<file path="src/rtl/wprecomp.sv">
module wprecomp #(
  parameter int SHIFT_TICKS = 3,
  parameter int WIDTH_TICKS = 2
) (
  input  logic       clk,
  input  logic       rst_n,
  input  logic       tick,
  input  logic       cmd_load,
  input  logic       dens_mfm,
  input  logic       cmd_b1,
  input  logic       flux_in,
  input  logic [2:0] nbr,
  output logic       wd_out
);
  localparam int SL = 2 * SHIFT_TICKS + 1;
  localparam int HL = WIDTH_TICKS - 1;

  logic          mfm_q, nopc_q;
  logic [SL-1:0] sched, slot;
  logic [HL-1:0] hold;

  wire comp_on = mfm_q & ~nopc_q;
  wire early   = comp_on & (nbr == 3'b011);
  wire late    = comp_on & (nbr == 3'b110);

  always_comb begin
    slot = '0;
    if (early)     slot[0]           = 1'b1;
    else if (late) slot[SL-1]        = 1'b1;
    else           slot[SHIFT_TICKS] = 1'b1;
  end

  always_ff @(posedge clk) begin
    if (!rst_n) begin
      mfm_q  <= 1'b0;
      nopc_q <= 1'b1;
      sched  <= '0;
      hold   <= '0;
    end else begin
      if (cmd_load) begin
        mfm_q  <= dens_mfm;
        nopc_q <= cmd_b1;
      end
      if (tick) begin
        sched <= (sched >> 1) | (flux_in ? slot : '0);
        hold  <= HL'({hold, sched[0]});
      end
    end
  end

  assign wd_out = sched[0] | (|hold);
endmodule


</file>
<file path="config.mk">
export PLATFORM = sky130hd
export DESIGN_NAME = wprecomp
export DESIGN_NICKNAME = d
export VERILOG_FILES = /design/src/rtl/wprecomp.sv
export SDC_FILE = /design/constraint.sdc
export NUM_CORES = 1
export LEC_CHECK = 0
export ABC_CLOCK_PERIOD_IN_PS = 1100
export BUFFER_PORTS_ARGS = -buffer_cell sky130_fd_sc_hd__buf_2
export CORE_AREA = 2 2 39 41
export CTS_BUF_LIST = sky130_fd_sc_hd__clkbuf_4
export DETAILED_ROUTE_END_ITERATION = 12
export DIE_AREA = 0 0 41 43
export PLACE_DENSITY = 0.6
export SLEW_MARGIN = 20
export SYNTH_ARGS = -nofsm -noshare
export SYNTH_HDL_FRONTEND = slang
export SYNTH_SLANG_ARGS = --single-unit
</file>
<file path="constraint.sdc">
create_clock -name clk -period 1.1 [get_ports clk]
set_clock_uncertainty 0.05 [all_clocks]
set_input_delay 0 -clock clk [delete_from_list [all_inputs] [get_ports clk]]
set_output_delay 0 -clock clk [all_outputs]
set_load 0.01 [all_outputs]
</file>
# [Yosys cells after proc, flatten, opt, wreduce, memory -nomap -nowiden]
# Cells that the tools add are included.
[classes] n_bitwise=6 n_mux=6 n_eq_ne=2
[op_table] op="$mux 7" n=1
[op_table] op="$or 6x7->7" n=1
[op_table] op="$mux 1" n=5
[op_table] op="$and 1x1->1" n=3
[op_table] op="$eq 3x2->1 const B" n=1
[op_table] op="$eq 3x3->1 const B" n=1
[op_table] op="$not 1->1" n=1
[op_table] op="$or 1x1->1" n=1
[word_totals] inputBits=10 reg_bits=10 out_inout_bits=1

# [Logic depth before layout (Yosys ltp)]
# Gate-level depths: netlist (run 1).
[logic_depth] ltp_word=7 mapped_depth=4 ltp_nobuf=3

# [Worst setup path after synthesis (run 1)]
# Ideal clock, no wire load.
[synth_path] path_type="flip-flop to flip-flop" from="register nopc_q" to="register sched[3]" stages_incl_launch_ff=4 t_required_ns=0.935 t_arrival_ns=0.862 setup_slack_ns=0.074 path_cell_list="dfxtp_1 > and4b_1 > a21bo_1 > o21a_1"
[synth_via] elab_chain_cells=7 elab_cells_between_ends=8
[synth_rtl] element="start: declaration" line="18" source="logic mfm_q, nopc_q;"
[synth_rtl] element="start signal: assignment" line="42" source="nopc_q <= cmd_b1;"
[synth_rtl] element="$not 1->1 *" line="22" source="wire comp_on = mfm_q & ~nopc_q;"
[synth_rtl] element="$and 1x1->1 *" line="22"
[synth_rtl] element="$and 1x1->1" line="24" source="wire late = comp_on & (nbr == 3'b110);"
[synth_rtl] element="$mux 1" line="29" source="else if (late) slot[SL-1] = 1'b1;"
[synth_rtl] element="$mux 1 *" line="28" source="if (early) slot[0] = 1'b1;"
[synth_rtl] element="$mux 7 *" line="45" source="sched <= (sched >> 1) | (flux_in ? slot : '0);"
[synth_rtl] element="$or 6x7->7 *" line="45"
[synth_rtl] element="end signal: assignment" line="45"
[synth_rtl] element="end: declaration" line="19" source="logic [SL-1:0] sched, slot;"
# Mark *: on every way between the ends. The rest lies on a longest branch, timed or not.
# A chain may end at the register's enable or synchronous reset.

# [Worst setup path in the final report (run 1)]
# Same ends and word-level chain as after synthesis.

==> results of run 1 <==
==> through the flow <==
stage	area, um2	TNS [ns]	power, mW
finish	561.8	0	0.6943
global route	561.8	-0.003949	0.7240
CTS	561.8	0	0.7063
detailed placement	489.2	0	0.4461
global placement	489.2	0	0.4455
floorplan	426.7	0	0.4228
==> report_power, final <==
part           switching, mW  total [mW]  internal (mW)  leakage [nW]
logic                 0.0285      0.0745         0.0460         0.152
clock network          0.117       0.243          0.126        0.0138
registers            0.00436       0.376          0.372        0.0814
==> final cells by class <==
class | instances | area, um2
clock buffer | 3 | 22.52
tap | 16 | 20.02
fill | 150 | 822.0
sequential | 10 | 200.2
timing repair buffer | 16 | 107.6
multi-input combinational | 29 | 211.5
==> cell families (layout without fill, tap and decap cells) <==
logic type,Yosys count,count (layout),share of synthesized area
mux,8,8,0.1906
buf+inv,2,19,0.03518
flops,10,10,0.4692
compound gates,6,6,0.08796
simple gates,15,15,0.2170
==> per-layer routing <==
metal / vias to the layer above / part of all wire
li1: 176 / -
met1: 155 / 0.46
met2: 11 / 0.45
met3: 2 / 0.074
met4: 0 / 0.019
met5: - / 0
==> flip-flops by register name (all words and copies together) (netlist names) <==
register and flops:
sched 7, nopc_q 1, mfm_q 1, hold 1
==> how the worst max path moves through the flow <==
stage / start / endpoint / slack [ns] / cells past startpoint
6_report: nopc_q$_SDFFE_PN1P_ / sched[3]$_SDFFE_PN0P_ / 0.05 / 3
5_1_grt: nopc_q$_SDFFE_PN1P_ / sched[3]$_SDFFE_PN0P_ / -0.004 / 3
2_1_floorplan: nopc_q$_SDFFE_PN1P_ / sched[3]$_SDFFE_PN0P_ / 0.07 / 3
4_1_cts: sched[0]$_SDFFE_PN0P_ / wd_out / 0.04 / 2
3_3_place_gp: nopc_q$_SDFFE_PN1P_ / sched[3]$_SDFFE_PN0P_ / 0.06 / 3
3_5_place_dp: nopc_q$_SDFFE_PN1P_ / sched[3]$_SDFFE_PN0P_ / 0.05 / 3
==> repair_timing <==
action / 4_1_cts / 5_1_grt
setup endpoints to repair: 0 / 1
endpoints found under the hold margin: 3 / 0
hold buffers: 5 / 0
==> critical path, cell delays in order (launching register included) <==
cell	delay, ns
dfxtp_1	0.30
and4b_1	0.25
a21bo_1	0.20
o21a_1	0.15
==> Yosys cell counts <==
cell type	instances	area, um2
a21bo_1	1	10.01
a21oi_1	1	5.000
and4b_1	1	10.01
buf_6	1	11.26
clkbuf_1	1	3.750
dfxtp_1	10	200.2
mux2_2	1	11.26
mux2i_1	7	70.07
nand2_1	2	7.510
nand2b_1	1	6.260
nand3_1	1	5.000
nand3b_1	1	7.510
nor2_1	1	3.750
nor2b_1	6	37.54
o21a_1	1	7.510
o21ai_0	3	15.01
or2_2	1	6.260
or2b_2	1	8.760
==> results.cfg, run 1 <==
[outcome]
status = completed

[clock_tree]
cts_resized = 0
cts.sinks = 10
cts-root-buf = clkbuf_4
cts.clk_slew.worst_paths_ns = 0.06
cts_setup_buffers = 0
cts_made_buffers = 3
cts_tree = built
clk_latency_ns = 0.26
htree_levels = 1
cts_buffer_depth = 2

[route]
wl_per_cell_um = 9.865
viasPerCell = 4.649
route.vias.total = 344
drt_iter0_drc = 4
drtAntennaViolNets = 0
drtPass1Iterations = 3
drc = 0
wl_um = 730

[final_layout]
final_cells = 74
antenna_cells = 0
synthToLayoutAreaGrowth_pct = 31.67
finish.utilization = 0.4060
drive_above_1_share = 0.2931
layout.cells.most_common_list = dfxtp_1 (10), buf_2 (10), mux2i_1 (7)
nets = 70

[grt]
use_met2 = 0.1406
grt_max_degree = 12
use_met3 = 0.07853
grt_pass1_wl_um = 1179
grt_pass1_vias = 299
antenna_found_initial = 0
grt-ovfl-total = 0
grt_usage = 0.1071
grt-busiest-layer = met2
met1_usage = 0.1213

[synthesis]
netlist_area_um2 = 426.7
synth_warnings = 0
synth.distinct_cells = 18
synth_cells = 41
syn_avg_cell_area_um2 = 10.41
ys_seq_area_frac = 0.4692
syn_nets = 51
ys_ff_latch = 10

[timing]
slew_headroom = 0.9157
finalHoldViolCount = 0
worst_slack_ns = 0.05000
post-route-period-util = 0.9545
period_minus_slack_ns = 1.050
fmax_ghz = 0.9524
rsz0062_at_grt = true
hold_ws_ns = 0.005512
setup_viol = 0
tightest_slew_ns = 0.1229
drv_slew = 0

[critical_path]
critPathKind = reg2reg
worst_r2r_path_depth = 3
required_ns = 1.21
r2r_slack_ns = 0.05
r2r_start = nopc_q$_SDFFE_PN1P_
worstPathArrival_ns = 1.16
r2r_end = sched[3]$_SDFFE_PN0P_
worstSetupStartpointType = register
endpoint_kind = register
crit_fanout = 2

[floorplanning]
start_util = 0.3083
dieWidth_um = 41
core_area_um2 = 1384
dieArea_um2 = 1763
die_h_um = 43
pin_count = 11
rows = 14

[pwr]
p_leak_nw = 0.2477
power_density_nw_per_um2 = 1236
max-vdd-ir-drop_mv = 0.7578

[place]
dp.final_hpwl_um = 549.1
place_worst_setup_slack_ns = 0.04506
gp_congestion = 0.7105
placed_cells_incl_taps = 66
portBuffers = 10

[min_path]
min_path_cells = 3
min_path_type = in2reg
min_from = flux_in
min_to = sched[0]$_SDFFE_PN0P_

[flow_run]
maxCapViolCount = 0
No activity file was read; power rests on OpenSTA's default activity.
==> inputs of run 2 (changes only) <==
--- a/config.mk
+++ b/config.mk
@@ -11,7 +11,7 @@
 export CTS_BUF_LIST = sky130_fd_sc_hd__clkbuf_4
 export DETAILED_ROUTE_END_ITERATION = 12
 export DIE_AREA = 0 0 41 43
-export PLACE_DENSITY = 0.6
+export PLACE_DENSITY_LB_ADDON = 0.08
 export SLEW_MARGIN = 20
 export SYNTH_ARGS = -nofsm -noshare
 export SYNTH_HDL_FRONTEND = slang
==> results.cfg, run 2 (synthesis gave the netlist of run 1 again) <==
[floorplanning]
pin_count = 11
core_area_um2 = 1384
dieArea_um2 = 1763
rows = 14
start_util = 0.3083
die_h_um = 43
dieWidth_um = 41

[final_layout]
finish.utilization = 0.4132
regMostFlops = sched
synthToLayoutAreaGrowth_pct = 34.02
nFillCells = 150
multi_input_area_um2 = 211.5
nets = 71
largest_reg_flops = 7
layout.cells.most_common_list = dfxtp_1 (10), buf_2 (10), mux2i_1 (7)
register_area_um2 = 200.2
antenna_cells = 0
drive_above_1_share = 0.2881
final_cells = 75

[clock_tree]
cts_setup_buffers = 0
cts_resized = 0
cts_tree = built
clk_latency_ns = 0.26
cts_buffer_depth = 2
cts.sinks = 10
cts.clk_slew.worst_paths_ns = 0.06
cts-root-buf = clkbuf_4
cts_made_buffers = 3
htree_levels = 1

[place]
gp_congestion = 0.7097
placed_cells_incl_taps = 66
portBuffers = 10

[pwr]
power_density_nw_per_um2 = 1229
power_mw = 0.7029
max-vdd-ir-drop_mv = 0.4750
p_leak_nw = 0.2518

[critical_path]
critPathKind = reg2reg
worstSetupStartpointType = register
required_ns = 1.21
crit_fanout = 2
endpoint_kind = register
r2r_slack_ns = 0.02
worstPathArrival_ns = 1.19

[timing]
post-route-period-util = 0.9824
drv_slew = 0
rsz0062_at_grt = true
setup_viol = 0
fmax_ghz = 0.9254
finalHoldViolCount = 0
tightest_slew_ns = 0.1360
period_minus_slack_ns = 1.081
slew_headroom = 0.9067

[route]
drc = 0
drtAntennaViolNets = 0
drt_iter0_drc = 0
drtPass1Iterations = 1
route.vias.total = 339
wl_per_cell_um = 11.11
wl_um = 833
viasPerCell = 4.520

[flow_run]
maxCapViolCount = 0

[grt]
antenna_found_initial = 0
grt_max_degree = 12
grt_pass1_vias = 308
grt_usage = 0.1201
grt_pass1_wl_um = 1324
grt-ovfl-total = 0

[outcome]
status = completed

[min_path]
min_path_type = in2reg
[run 2: path summary, 6_finish.rpt]
| kind | depth (start not counted) | end | from |
|---|---|---|---|
| setup / recovery | 3 | sched[3]$_SDFFE_PN0P_ | nopc_q$_SDFFE_PN1P_ |
| hold / removal | 3 | sched[6]$_SDFFE_PN0P_ | nbr[2] |
| setup reg to reg | 3 | sched[3]$_SDFFE_PN0P_ | nopc_q$_SDFFE_PN1P_ |
| hold reg to reg | 2 | nopc_q$_SDFFE_PN1P_ | nopc_q$_SDFFE_PN1P_ |
[run 2: worst max-delay path, cell delays in order (launching register included)]
cell,delay (ns)
dfxtp_1,0.31
and4b_1,0.26
a21bo_1,0.21
o21a_1,0.15
[run 2: area by class of cell]
cell class | count | share of cell area
clock buffer | 3 | 0.03939
timing repair buffer | 17 | 0.2057
tap | 16 | 0.03501
sequential | 10 | 0.3501
multi-input combinational | 29 | 0.3698
[run 2: repair_timing]
action | 4_1_cts | 5_1_grt
hold endpoints to repair | 4 | 0
setup endpoints to repair | 0 | 1
hold buffers | 6 | 0
[run 2: power breakdown]
part / internal (mW) / switching (mW)
Combinational: 0.0484 / 0.0301
Clock: 0.126 / 0.122
Sequential: 0.372 / 0.00432
[run 2: per-stage QoR]
| stage | hold WS, ns | TNS (ns) | cell area (um2) | setup WS [ns] |
|---|---|---|---|---|
| after global placement | 0.1699 | 0 | 489.2 | 0.06271 |
| final | 0.01069 | 0 | 571.8 | 0.01935 |
| after CTS | 0.001788 | 0 | 571.8 | 0.01587 |
| after floorplan | 0.07800 | 0 | 426.7 | 0.07351 |
| after detailed placement | 0.1760 | 0 | 489.2 | 0.02433 |
| after global routing | 0.06831 | -0.02237 | 571.8 | -0.02237 |
[run 2: per-layer routing]
| metal | GRT usage | wire [um] | share of wire |
|---|---|---|---|
| met1 | 0.1438 | 370 | 0.44 |
| met2 | 0.1688 | 436 | 0.52 |
| met3 | 0.03141 | 26 | 0.031 |
| met4 | 0.1000 | 0 | 0 |
| met5 | 0 | 0 | 0 |
==> inputs of run 3 (changes only) <==
--- a/config.mk
+++ b/config.mk
@@ -5,7 +5,7 @@
 export SDC_FILE = /design/constraint.sdc
 export NUM_CORES = 1
 export LEC_CHECK = 0
-export ABC_CLOCK_PERIOD_IN_PS = 1100
+export ABC_CLOCK_PERIOD_IN_PS = 1400
 export BUFFER_PORTS_ARGS = -buffer_cell sky130_fd_sc_hd__buf_2
 export CORE_AREA = 2 2 39 41
 export CTS_BUF_LIST = sky130_fd_sc_hd__clkbuf_4
==> constraint.sdc (replaced) <==
create_clock -name clk -period 1.4 [get_ports clk]
set_clock_uncertainty 0.05 [all_clocks]
set_input_delay 0.21 -clock clk [delete_from_list [all_inputs] [get_ports clk]]
set_output_delay 0.21 -clock clk [all_outputs]
set_load 0.01 [all_outputs]
==> results.cfg, run 3 (synthesis gave the netlist of run 1 again) <==
[floorplanning]
dieArea_um2 = 1763
pin_count = 11
dieWidth_um = 41
die_h_um = 43
start_util = 0.3083
core_area_um2 = 1384
rows = 14

[route]
met1Wirelength_um = 300
route.vias.total = 316
dr.max_layer_used = met4
wl_met2_um = 368
drc = 0
viasPerCell = 4.647
drt_iter0_drc = 1
wl_per_cell_um = 10.78
met3_length_um = 35
wl_um = 733
drtPass1Iterations = 2
drtAntennaViolNets = 0

[clock_tree]
cts_resized = 0
clk_latency_ns = 0.26
htree_levels = 1
cts_setup_buffers = 0
cts.clk_slew.worst_paths_ns = 0.06
cts-root-buf = clkbuf_4
cts.sinks = 10
cts_hold_buf = 0
cts_made_buffers = 3
cts_tree = built
cts_buffer_depth = 2

[critical_path]
endpoint_kind = primary output
crit_fanout = 3
worst_r2r_path_depth = 3
critPathKind = reg2out
worstSetupStartpointType = register
worstPathArrival_ns = 0.99
required_ns = 1.14

[final_layout]
regMostFlops = sched
layout.cells.most_common_list = dfxtp_1 (10), buf_2 (10), mux2i_1 (7)
drive_above_1_share = 0.3077
nets = 64
synthToLayoutAreaGrowth_pct = 18.18
largest_reg_flops = 7
final_area_um2 = 504.2
antenna_cells = 0

[pwr]
power_density_nw_per_um2 = 1049
p_leak_nw = 0.2234
max-vdd-ir-drop_mv = 0.3856

[grt]
grt_usage = 0.1049
grt_max_degree = 12
grt_pass1_vias = 298
antenna_found_initial = 0
grt-ovfl-total = 0
grt_pass1_wl_um = 1173

[timing]
slew_headroom = 0.8562
rsz0062_at_grt = false
tightest_slew_ns = 0.2157
setup_viol = 0
fmax_ghz = 0.8002
setup_tns_ns = 0
period_minus_slack_ns = 1.250
finalHoldViolCount = 0
drv_slew = 0
post-route-period-util = 0.8926

[min_path]
min_path_cells = 3
min_path_type = in2reg

[place]
place_area_um2 = 481.7
gp_congestion = 0.7309
portBuffers = 10

[flow_run]
maxCapViolCount = 0

[outcome]
status = completed
run 3: power breakdown:
part	total [mW]	switching (mW)	internal, mW
clock	0.188	0.0893	0.0989
combinational	0.0448	0.0195	0.0253
sequential	0.296	0.00380	0.292
run 3: layer usage:
layer | GRT usage | vias up
li1 | - | 163
met1 | 0.1111 | 143
met4 | 0.1000 | 0
met3 | 0.03141 | 4
met5 | 0 | -
met2 | 0.1531 | 6
run 3: worst max-delay path: stages (launching register included):
cell and delay [ns]:
dfxtp_1 0.31, or2_2 0.28, buf_2 0.14
run 3: stage by stage:
stage	utilization	power (mW)	worst slack (ns)	hold slack (ns)	cells
floorplan	-	0.3322	0.3646	0.2880	41
global placement	0.3481	0.3465	0.2317	0.3779	65
detailed placement	0.3481	0.3480	0.2147	0.3985	65
CTS	0.3644	0.5384	0.1398	0.1262	68
global route	0.3644	0.5595	0.1197	0.1445	68
finish	0.3644	0.5291	0.1503	0.1254	68
run 3: area by class of cell:
| cell class | count | area [um2] |
|---|---|---|
| clock buffers | 3 | 22.52 |
| multi-input cells | 29 | 211.5 |
| flip-flops and latches | 10 | 200.2 |
| fillers | 148 | 879.6 |
| well taps | 16 | 20.02 |
| repair buffers | 10 | 50.05 |
run 3: worst paths after layout:
check                                           start                    end  slack [ns]
worst max-delay path            sched[0]$_SDFFE_PN0P_                 wd_out        0.15
worst min-delay path                           cmd_b1    nopc_q$_SDFFE_PN1P_        0.13
worst max register to register    nopc_q$_SDFFE_PN1P_  sched[3]$_SDFFE_PN0P_        0.33
worst min register to register    nopc_q$_SDFFE_PN1P_    nopc_q$_SDFFE_PN1P_        0.45
